--- config.mk ---
export PLATFORM = sky130hd
export DESIGN_NAME = txs_top
export DESIGN_NICKNAME = d
export VERILOG_FILES = /design/src/rtl/txs_pkg.sv /design/src/rtl/txs_rst_sync.sv /design/src/rtl/txs_seq.sv /design/src/rtl/txs_out_reg.sv /design/src/rtl/txs_top.sv
export SDC_FILE = /design/constraint.sdc
export NUM_CORES = 1
export LEC_CHECK = 0
export BUFFER_PORTS_ARGS = -buffer_cell sky130_fd_sc_hd__buf_2
export CORE_MARGIN = 2
export CORE_UTILIZATION = 55
export CTS_CLUSTER_DIAMETER = 40
export DETAILED_ROUTE_END_ITERATION = 7
export PLACE_DENSITY_LB_ADDON = 0.12
export SLEW_MARGIN = 15
export SYNTH_ARGS = -nofsm -noshare
export SYNTH_HDL_FRONTEND = slang
export SYNTH_SLANG_ARGS = --single-unit
export TNS_END_PERCENT = 100
--- constraint.sdc ---
create_clock -name clk -period 1.7 [get_ports clk]
set_input_delay 0.085 -clock clk [delete_from_list [all_inputs] [get_ports clk]]
set_output_delay 0.085 -clock clk [all_outputs]
set_load 0.02 [all_outputs]
--- src/rtl/txs_pkg.sv ---
package txs_pkg;

  localparam int IDX_W       = 3;
  localparam int GLYPH_BYTES = 1 << IDX_W;

  localparam logic [7:0] CMD_PAGE  = 8'hB0;
  localparam logic [7:0] CMD_COLHI = 8'h10;
  localparam logic [7:0] CMD_COLLO = 8'h00;

  typedef enum logic [2:0] {
    S_IDLE, S_PAGE, S_CHI, S_CLO, S_FETCH, S_GLYPH, S_DRAIN
  } txs_state_e;

  // Computed font content: last column of every glyph is blank spacing.
  function automatic logic [7:0] glyph_byte(input logic [15:0] addr);
    logic [15:0] mix;
    mix = addr * 16'd29 + 16'd7;
    if (addr[IDX_W-1:0] == {IDX_W{1'b1}}) return 8'h00;
    return mix[7:0];
  endfunction

endpackage

--- src/rtl/txs_rst_sync.sv ---
module txs_rst_sync (
  input  logic clk,
  input  logic rst_n,
  output logic rst_sn
);
  logic [1:0] sync_q;

  always_ff @(posedge clk or negedge rst_n) begin
    if (!rst_n) sync_q <= 2'b00;
    else        sync_q <= {sync_q[0], 1'b1};
  end

  assign rst_sn = sync_q[1];
endmodule

--- src/rtl/txs_seq.sv ---
module txs_seq
  import txs_pkg::*;
#(
  parameter int CODE_W = 7,
  parameter int COLS   = 132,
  parameter int PAGES  = 8,
  localparam int PAGE_W = $clog2(PAGES),
  localparam int COL_W  = $clog2(COLS + 1),
  localparam int ADDR_W = CODE_W + IDX_W
) (
  input  logic              clk,
  input  logic              rst_n,
  input  logic              start,
  input  logic [PAGE_W-1:0] start_page,
  input  logic [COL_W-1:0]  start_col,
  input  logic              txt_valid,
  input  logic [CODE_W-1:0] txt_code,
  input  logic              txt_last,
  output logic              txt_ready,
  input  logic              out_valid,
  input  logic              out_ready,
  output logic              ld,
  output logic              ld_cmd,
  output logic [7:0]        ld_cmd_byte,
  output logic [ADDR_W-1:0] ld_addr,
  output logic              done
);
  localparam logic [COL_W-1:0] LAST_START = COL_W'(COLS - GLYPH_BYTES);

  txs_state_e        state_q, state_d;
  logic [PAGE_W-1:0] page_q, page_d;
  logic [COL_W-1:0]  col_q, col_d;
  logic [CODE_W-1:0] code_q, code_d;
  logic              last_q, last_d;
  logic [IDX_W-1:0]  idx_q, idx_d;
  logic              room, ovf;
  logic [7:0]        col8;

  assign room    = !out_valid || out_ready;
  assign ovf     = col_q > LAST_START;
  assign col8    = 8'(col_q);
  assign ld_addr = {code_q, idx_q};

  always_comb begin
    state_d     = state_q;
    page_d      = page_q;
    col_d       = col_q;
    code_d      = code_q;
    last_d      = last_q;
    idx_d       = idx_q;
    ld          = 1'b0;
    ld_cmd      = 1'b0;
    ld_cmd_byte = 8'h00;
    txt_ready   = 1'b0;
    done        = 1'b0;
    case (state_q)
      S_IDLE: if (start) begin
        state_d = S_PAGE;
        page_d  = start_page;
        col_d   = start_col;
      end
      S_PAGE: begin
        ld_cmd      = 1'b1;
        ld_cmd_byte = CMD_PAGE | 8'(page_q);
        if (room) begin ld = 1'b1; state_d = S_CHI; end
      end
      S_CHI: begin
        ld_cmd      = 1'b1;
        ld_cmd_byte = CMD_COLHI | {4'h0, col8[7:4]};
        if (room) begin ld = 1'b1; state_d = S_CLO; end
      end
      S_CLO: begin
        ld_cmd      = 1'b1;
        ld_cmd_byte = CMD_COLLO | {4'h0, col8[3:0]};
        if (room) begin ld = 1'b1; state_d = S_FETCH; end
      end
      S_FETCH: begin
        txt_ready = !ovf;
        if (ovf) begin
          state_d = S_DRAIN;
        end else if (txt_valid) begin
          code_d  = txt_code;
          last_d  = txt_last;
          idx_d   = '0;
          state_d = S_GLYPH;
        end
      end
      S_GLYPH: if (room) begin
        ld    = 1'b1;
        idx_d = idx_q + 1'b1;
        col_d = col_q + 1'b1;
        if (idx_q == {IDX_W{1'b1}}) state_d = last_q ? S_DRAIN : S_FETCH;
      end
      S_DRAIN: if (!out_valid) begin
        done    = 1'b1;
        state_d = S_IDLE;
      end
      default: state_d = S_IDLE;
    endcase
  end

  always_ff @(posedge clk or negedge rst_n) begin
    if (!rst_n) begin
      state_q <= S_IDLE;
      page_q  <= '0;
      col_q   <= '0;
      code_q  <= '0;
      last_q  <= 1'b0;
      idx_q   <= '0;
    end else begin
      state_q <= state_d;
      page_q  <= page_d;
      col_q   <= col_d;
      code_q  <= code_d;
      last_q  <= last_d;
      idx_q   <= idx_d;
    end
  end
endmodule

--- src/rtl/txs_out_reg.sv ---
module txs_out_reg
  import txs_pkg::*;
#(
  parameter int ADDR_W = 10
) (
  input  logic              clk,
  input  logic              rst_n,
  input  logic              ld,
  input  logic              ld_cmd,
  input  logic [7:0]        ld_cmd_byte,
  input  logic [ADDR_W-1:0] ld_addr,
  input  logic              out_ready,
  output logic              out_valid,
  output logic [7:0]        out_byte,
  output logic              out_cmd
);
  logic       valid_d;
  logic [7:0] byte_d;

  always_comb begin
    valid_d = out_valid;
    if (ld)             valid_d = 1'b1;
    else if (out_ready) valid_d = 1'b0;
    byte_d = ld_cmd ? ld_cmd_byte : glyph_byte(16'(ld_addr));
  end

  // The ROM read register doubles as the output stage; enable = ld.
  always_ff @(posedge clk or negedge rst_n) begin
    if (!rst_n) begin
      out_valid <= 1'b0;
      out_byte  <= 8'h00;
      out_cmd   <= 1'b0;
    end else begin
      out_valid <= valid_d;
      if (ld) begin
        out_byte <= byte_d;
        out_cmd  <= ld_cmd;
      end
    end
  end
endmodule

--- src/rtl/txs_top.sv ---
module txs_top
  import txs_pkg::*;
#(
  parameter int CODE_W = 7,
  parameter int COLS   = 132,
  parameter int PAGES  = 8,
  localparam int PAGE_W = $clog2(PAGES),
  localparam int COL_W  = $clog2(COLS + 1),
  localparam int ADDR_W = CODE_W + IDX_W
) (
  input  logic              clk,
  input  logic              rst_n,
  input  logic              start,
  input  logic [PAGE_W-1:0] start_page,
  input  logic [COL_W-1:0]  start_col,
  input  logic              txt_valid,
  input  logic [CODE_W-1:0] txt_code,
  input  logic              txt_last,
  output logic              txt_ready,
  output logic              out_valid,
  input  logic              out_ready,
  output logic [7:0]        out_byte,
  output logic              out_cmd,
  output logic              done
);
  logic              rst_sn;
  logic              ld, ld_cmd;
  logic [7:0]        ld_cmd_byte;
  logic [ADDR_W-1:0] ld_addr;

  txs_rst_sync u_rst (.clk(clk), .rst_n(rst_n), .rst_sn(rst_sn));

  txs_seq #(.CODE_W(CODE_W), .COLS(COLS), .PAGES(PAGES)) u_seq (
    .clk(clk), .rst_n(rst_sn), .start(start), .start_page(start_page),
    .start_col(start_col), .txt_valid(txt_valid), .txt_code(txt_code),
    .txt_last(txt_last), .txt_ready(txt_ready), .out_valid(out_valid),
    .out_ready(out_ready), .ld(ld), .ld_cmd(ld_cmd),
    .ld_cmd_byte(ld_cmd_byte), .ld_addr(ld_addr), .done(done)
  );

  txs_out_reg #(.ADDR_W(ADDR_W)) u_out (
    .clk(clk), .rst_n(rst_sn), .ld(ld), .ld_cmd(ld_cmd),
    .ld_cmd_byte(ld_cmd_byte), .ld_addr(ld_addr), .out_ready(out_ready),
    .out_valid(out_valid), .out_byte(out_byte), .out_cmd(out_cmd)
  );
endmodule

==> results.ini, run 1 <==
[floorplan]
ios = 36
dieWidth_um = 70.2
coreArea_um2 = 4290
die_h_um = 70.2
rows = 24
dieArea_um2 = 4930
start_util = 0.561

[critical_path]
worstPathArrival_ns = 3.05
path_max_fanout = 4
crit_family = adder cells
crit_slowest_cell = fa_1
cp_data_required_time_ns = 1.87
path_buf_inv = 2
path_cells = inv_2 -> fa_1 -> fa_1 -> inv_2 -> ha_4 -> ha_4 -> o21ai_4 -> o21ai_2 -> and4bb_2 -> mux2i_1 -> nand2_1
critPathCaptureType = flop
worstSetupPathType = reg -> reg
critPathLaunchType = flop
critical-path-max-stage-delay_ns = 0.54

[synth]
syn_nets = 303
ys.flop_type = dfrtp_1
synth_area_leaders = dfrtp_1, ha_1, fa_1, mux2_2, a21oi_1
synth_seq_area_share = 0.363
post_synth.cell_area_avg_um2 = 9.49
ys_ff_latch = 35
synth_enable_flop_cells = 0
synth.cell_area_um2 = 2410
netlist_instances = 254
synth_top_area_share = 0.363
ys_warn_count = 0
synth_top_area_cell = dfrtp_1
async_flop_share = 1.00
ys_types = 51

[cells_and_area]
layout_common_cells = buf_4, buf_2, dfrtp_1
fillers = 327
finalNetCount = 378
layout_commonest_cell = buf_4
area_growth_pct = 36.0
drive_gt1_frac = 0.424
insertedDiodeCount = 0

[timing]
fin_tns_setup_ns = -5.27
timing.final.crit_share = 1.69
layout_setup_ws_ns = -1.18
fmax_mhz = 347
rsz0062_at_grt = yes
finalClockSkew_ns = 0.00429
period_minus_slack_ns = 2.88
setup_violations = 13
final-hold-violation-count = 0
drv_slew = 0

[cts]
clk_latency_ns = 0.28
cts_tree = done
htreeDepth = 2
root_buffer = clkbuf_8
numCtsBuffers = 5
clockBufferDepth = 2
cts.sinks = 35
cts.clk_slew.worst_paths_ns = 0.06

[detailed_routing]
dr_total_vias = 2177
first_iter_violations = 140
drt_wl_total_mm = 6.32
drtAntennaViolNets = 0
first_pass_iters = 4
drcViolationCount = 0
via_per_inst = 5.73
wl_per_cell_um = 16.6

[grt]
grt-ovfl-total = 0
grt.met2_usage = 0.449
grt_pass1_wl_mm = 10.2
grt_use_met3 = 0.0505
grt-busiest-layer = met2
use_met1 = 0.331
grt_usage = 0.265
antenna_found_initial = 0
grt_max_degree = 34
grt_pass1_vias = 2208

[place]
io_buffer_count = 33
gp_congestion = 0.883
dp_hpwl_mm = 4.47

[outcome]
outcome = complete, but fails checks
failed_checks = negative setup slack

[run]
maxCapViolCount = 0

[min_path]
hp-class = in -> reg

cell type report:
class | instances | area (µm²) | share of cell area
well taps | 52 | 65.1 | 0.0199
repair buffers | 78 | 520 | 0.159
multi-input cells | 184 | 1650 | 0.502
clock buffers | 6 | 72.6 | 0.0221
flip-flops and latches | 35 | 880 | 0.268
inverters | 25 | 93.8 | 0.0286
worst paths after layout:
path	startpoint	to	slack, ns	cells past startpoint
min in group asynchronous	rst_n	u_rst.sync_q[0]	0.11	2
hold reg to reg	u_rst.sync_q[1]	u_out.out_byte[5]	0.28	1
max in group asynchronous	u_rst.sync_q[1]	u_seq.state_q[2]	1.08	1
hold / removal	txt_code[3]	u_seq.code_q[3]	0.03	2
setup reg to reg	u_seq.idx_q[2]	u_out.out_byte[7]	-1.18	11
setup / recovery	u_seq.idx_q[2]	u_out.out_byte[7]	-1.18	11
state kept, by name, indices dropped and copies added (netlist names):
register and count:
u_seq.page_q 3, u_seq.last_q 1, u_seq.idx_q 3, u_out.out_valid 1, u_seq.code_q 5, u_out.out_cmd 1
u_seq.state_q 3, u_out.out_byte 8, u_rst.sync_q 2, u_seq.col8 8
cell usage after synthesis (all sizes together), types with 3 or more instances:
| cell | count |
|---|---|
| a211oi | 3 |
| a21o | 4 |
| a21oi | 23 |
| and3 | 3 |
| buf | 7 |
| clkbuf | 3 |
| dfrtp | 35 |
| fa | 8 |
| ha | 17 |
| inv | 25 |
| mux2 | 11 |
| mux2i | 4 |
| nand2 | 19 |
| nand3 | 8 |
| nor2 | 16 |
| nor3 | 6 |
| o21ai | 17 |
| o22ai | 5 |
| or3 | 3 |
| xnor2 | 6 |
stage by stage:
stage	setup slack [ns]	utilization	hold WS, ns	std cells	cell area [µm²]
detailed placement	-1.09	0.688	-0.129	362	2950
floorplan	-1.02	-	-0.211	254	2540
global route	-1.28	0.763	0.0169	380	3280
global placement	-1.03	0.688	-0.130	362	2950
CTS	-1.05	0.737	0.0221	372	3160
finish	-1.18	0.763	0.0292	380	3280
routing by layer:
layer,part of all wire,vias up
li1,-,1039
met2,0.52,57
met3,0.038,16
met5,0,-
met1,0.42,1065
met4,0.025,0
cell families (layout without fill, tap and decap cells):
kind of cell    count (synthesis)  count (layout)  synth area share
simple gates                   64              64             0.134
xor+xnor                        8               8            0.0291
flops                          35              35             0.363
compound gates                 71              71             0.185
buf+inv                        35             109            0.0644
other cells                     1               1           0.00156
mux                            15              15            0.0680
fa+ha+maj                      25              25             0.155
what timing repair did:
item | CTS | global route
setup endpoints to repair | 19 | 27
setup buffers | 4 | 7
pin swaps | 13 | 11
endpoints found under the hold margin | 2 | 0
hold buffers | 1 | 0
cloned | 0 | 1
gates resized for setup | 23 | 15
Power of run 1 is left out: the tool's default activity adds up to more than one toggle a clock period on the data nets, which glitch-free logic cannot reach.
==> run 2: changes to the inputs <==
CORE_UTILIZATION = 57   (was 55)
==> results.ini, run 2 (synthesis results as in run 1) <==
[cells_and_area]
drive_gt1_frac = 0.448
finalNetCount = 378
area_growth_pct = 40.4
layout_common_cells = buf_4, dfrtp_1, buf_2
final_util = 0.840
insertedDiodeCount = 0
final_cell_area_um2 = 3380
layout_commonest_cell = buf_4

[detailed_routing]
dr_total_vias = 2275
first_iter_violations = 197
drt_wl_total_mm = 6.70
drcViolationCount = 0
via_per_inst = 5.99
wl_per_cell_um = 17.6
drtAntennaViolNets = 0
first_pass_iters = 5

[outcome]
failed_checks = negative setup slack
outcome = complete, but fails checks

[grt]
grt_pass1_wl_mm = 10.7
grt_pass1_vias = 2239
antenna_found_initial = 0
grt-ovfl-total = 0
grt_usage = 0.283
grt_max_degree = 19

[place]
dp_hpwl_mm = 4.62
place_area_um2 = 3000
gp_congestion = 0.895
io_buffer_count = 33
pre_cts_ws_ns = -1.13

[run]
maxCapViolCount = 0

[critical_path]
critPathLaunchType = flop
cp_data_required_time_ns = 1.87
worstPathArrival_ns = 2.99
critPathCaptureType = flop
worstSetupPathType = reg -> reg
r2r_cells = 11
path_max_fanout = 4

[floorplan]
start_util = 0.598
dieArea_um2 = 4760
coreArea_um2 = 4030
die_h_um = 69.0
dieWidth_um = 69.0
rows = 23
ios = 36

[min_path]
hp-class = in -> reg
holdPathStages = 2

[cts]
htreeDepth = 2
root_buffer = clkbuf_8
clk_latency_ns = 0.29
cts.clk_slew.worst_paths_ns = 0.07
cts.sinks = 35
cts_tree = done
clockBufferDepth = 2
numCtsBuffers = 5

[timing]
timing.final.crit_share = 1.66
drv_slew = 0
holdWs_ns = 0.0293
fmax_mhz = 354
final-hold-violation-count = 0
rsz0062_at_grt = yes
finalClockSkew_ns = 0.0102
setup_violations = 14
period_minus_slack_ns = 2.83
layout_setup_ws_ns = -1.13

run 2: cell count changes in the layout (fill, tap and decap cells not counted), sizes merged:
cell,before,now
clkbuf,6,8
run 2: stage by stage:
step | std cells | TNS [ns]
after floorplan | 254 | -4.19
after global placement | 366 | -4.73
after detailed placement | 366 | -5.09
after CTS | 378 | -4.78
after global routing | 380 | -5.94
final | 380 | -4.91
run 2: what timing repair did:
item,4_1_cts,5_1_grt
endpoints found under the setup margin,17,23
buffers inserted,3,3
hold buffers,1,0
pin swaps,13,12
hold endpoints to repair,2,0
resized for setup,27,22
run 2: final timing paths:
| path | from | to | slack [ns] |
|---|---|---|---|
| worst max-delay path | u_seq.idx_q[2] | u_out.out_byte[7] | -1.13 |
| worst min-delay path | txt_code[3] | u_seq.code_q[3] | 0.03 |
| worst max register to register | u_seq.idx_q[2] | u_out.out_byte[7] | -1.13 |
| worst min register to register | u_rst.sync_q[1] | u_seq.code_q[0] | 0.20 |
| max in group asynchronous | u_rst.sync_q[1] | u_seq.page_q[1] | 1.29 |
| min in group asynchronous | rst_n | u_rst.sync_q[0] | 0.11 |
run 2: cell type report:
class,instances,area [µm²]
Fill cell,227,644
Sequential cell,35,876
Multi-Input combinational cell,184,1730
Inverter,25,93.8
Clock buffer,8,100
Tap cell,50,62.6
Timing Repair Buffer,78,527
run 2: worst max-delay path, stage by stage (launching register included):
cell      delay [ns]
dfrtp_1         0.38
inv_2           0.08
fa_1            0.51
fa_1            0.51
inv_2           0.05
ha_4            0.24
ha_4            0.26
o21ai_4         0.14
o21ai_2         0.09
and4bb_2        0.23
mux2i_1         0.16
nand2_1         0.07
run 2: per-layer routing:
metal,vias up,track usage,part of all wire
met5,-,0,0
met4,0,0.0959,0.023
met3,20,0.0643,0.070
met2,111,0.443,0.48
met1,1101,0.388,0.43
li1,1043,-,-
Power of run 2 is left out for the same reason.
==> run 3: changes to the inputs <==
ABC_AREA = 1   (was unset)
CORE_MARGIN = 3   (was 2)
CORE_UTILIZATION = 35   (was 57)
==> results.ini, run 3 <==
[floorplan]
coreArea_um2 = 6830
rows = 30
ios = 36
dieArea_um2 = 8130
dieWidth_um = 90.2
start_util = 0.363
die_h_um = 90.2

[detailed_routing]
wl_per_cell_um = 12.3
first_iter_violations = 55
drcViolationCount = 0
via_per_inst = 4.55
drt_wl_total_mm = 5.88
first_pass_iters = 4
dr_total_vias = 2177
drtAntennaViolNets = 0

[synth]
syn_nets = 361
synth_enable_flop_cells = 0
synth_seq_area_share = 0.353
ys_ff_latch = 35
netlist_instances = 312
post_synth.cell_area_avg_um2 = 7.94
async_flop_share = 1.00
ys_types = 36
ys_warn_count = 0
yosysMostFrequentCell = nand2_1
synth_top_area_cell = dfrtp_1
ys.flop_type = dfrtp_1
synth_area_leaders = dfrtp_1, nand2_1, ha_1, inv_1, fa_1
synth_top_area_share = 0.353
synthTopCellsByCount = nand2_1, inv_1, dfrtp_1
synth.cell_area_um2 = 2480

[grt]
grt_usage = 0.154
antenna_found_initial = 0
grt_max_degree = 34
grt-ovfl-total = 0
grt_pass1_vias = 2184
grt_pass1_wl_mm = 10.2

[critical_path]
worstPathArrival_ns = 2.94
path_max_fanout = 4
r2r_cells = 15
rrSetupSlack_ns = -1.01
cp_data_required_time_ns = 1.93
critPathCaptureType = flop
worstSetupPathType = reg -> reg
critPathLaunchType = flop

[cells_and_area]
layout_common_cells = nand2_1, inv_1, buf_2
finalNetCount = 430
final_util = 0.486
drive_gt1_frac = 0.361
fillers = 698
insertedDiodeCount = 0
layout_commonest_cell = nand2_1
area_growth_pct = 33.9

[cts]
root_buffer = clkbuf_8
clk_latency_ns = 0.29
cts_tree = done
cts.clk_slew.worst_paths_ns = 0.08
htreeDepth = 2
clockBufferDepth = 2
numCtsBuffers = 5
cts.sinks = 35

[timing]
timing.final.crit_share = 1.60
layout_setup_ws_ns = -1.01
final-hold-violation-count = 0
period_minus_slack_ns = 2.71
rsz0062_at_grt = yes
setup_violations = 5
holdWs_ns = 0.0175
drv_slew = 0
fmax_mhz = 369
finalClockSkew_ns = 0.0104
fin_tns_setup_ns = -4.43

[outcome]
failed_checks = negative setup slack
outcome = complete, but fails checks

[place]
io_buffer_count = 33
dp_hpwl_mm = 4.60
gp_congestion = 0.789

[run]
maxCapViolCount = 0

[min_path]
hp-class = in -> reg
holdPathStages = 2

-- run 3: worst paths after layout --
| path | endpoint | startpoint |
|---|---|---|
| worst min-delay path | u_seq.page_q[2] | start_page[2] |
| max in group asynchronous | u_seq.state_q[1] | u_rst.sync_q[1] |
| worst min register to register | u_seq.col8[0] | u_rst.sync_q[1] |
| worst max-delay path | u_out.out_byte[7] | u_seq.idx_q[0] |
| worst max register to register | u_out.out_byte[7] | u_seq.idx_q[0] |
| min in group asynchronous | u_rst.sync_q[0] | rst_n |
-- run 3: repair_timing --
action | 4_1_cts | 5_1_grt
hold buffers | 1 | 0
setup buffers | 6 | 2
pin swaps | 16 | 16
resized for setup | 24 | 10
gates cloned | 0 | 0
endpoints found under the setup margin | 10 | 12
endpoints found under the hold margin | 2 | 0
-- run 3: layer usage --
metal | global-route usage | vias up | wire length [µm]
li1 | - | 1128 | -
met3 | 0.0251 | 4 | 140
met4 | 0.0421 | 0 | 49
met1 | 0.216 | 1012 | 3000
met5 | 0 | - | 0
met2 | 0.245 | 33 | 2690
-- run 3: cell type report --
| type | instances | area [µm²] | area share |
|---|---|---|---|
| multi-input combinational | 223 | 1590 | 0.480 |
| clock inverter | 3 | 43.8 | 0.0132 |
| sequential | 35 | 880 | 0.265 |
| tap | 96 | 120 | 0.0362 |
| timing repair buffer | 67 | 430 | 0.130 |
| inverter | 49 | 184 | 0.0554 |
| clock buffer | 5 | 68.8 | 0.0207 |
-- run 3: cells by family after synthesis --
logic type / Yosys count / share of synthesized area
buf+inv: 54 / 0.0944
xor+xnor: 4 / 0.0141
fa+ha+maj: 25 / 0.150
other cells: 1 / 0.00151
flops: 35 / 0.353
mux: 3 / 0.0136
simple gates: 134 / 0.238
compound gates: 56 / 0.134
-- run 3: worst max-delay path, stage by stage (launching register included) --
cell	delay, ns
dfrtp_1	0.40
inv_2	0.11
fa_1	0.45
fa_1	0.51
inv_2	0.05
ha_4	0.23
ha_4	0.25
nand2_2	0.06
nand2_2	0.05
nand3_1	0.06
nand2_1	0.06
nor2_2	0.12
inv_1	0.05
nand2_1	0.07
nand3_2	0.08
a21oi_2	0.13
-- run 3: metrics by stage --
| stage | std cells | area [µm²] | worst slack, ns |
|---|---|---|---|
| 2_1_floorplan | 312 | 2560 | -0.922 |
| 3_3_place_gp | 463 | 2990 | -1.02 |
| 3_5_place_dp | 463 | 2990 | -1.04 |
| 4_1_cts | 477 | 3270 | -1.02 |
| 5_1_grt | 478 | 3320 | -1.13 |
| 6_report | 478 | 3320 | -1.01 |
Power of run 3 is left out for the same reason.
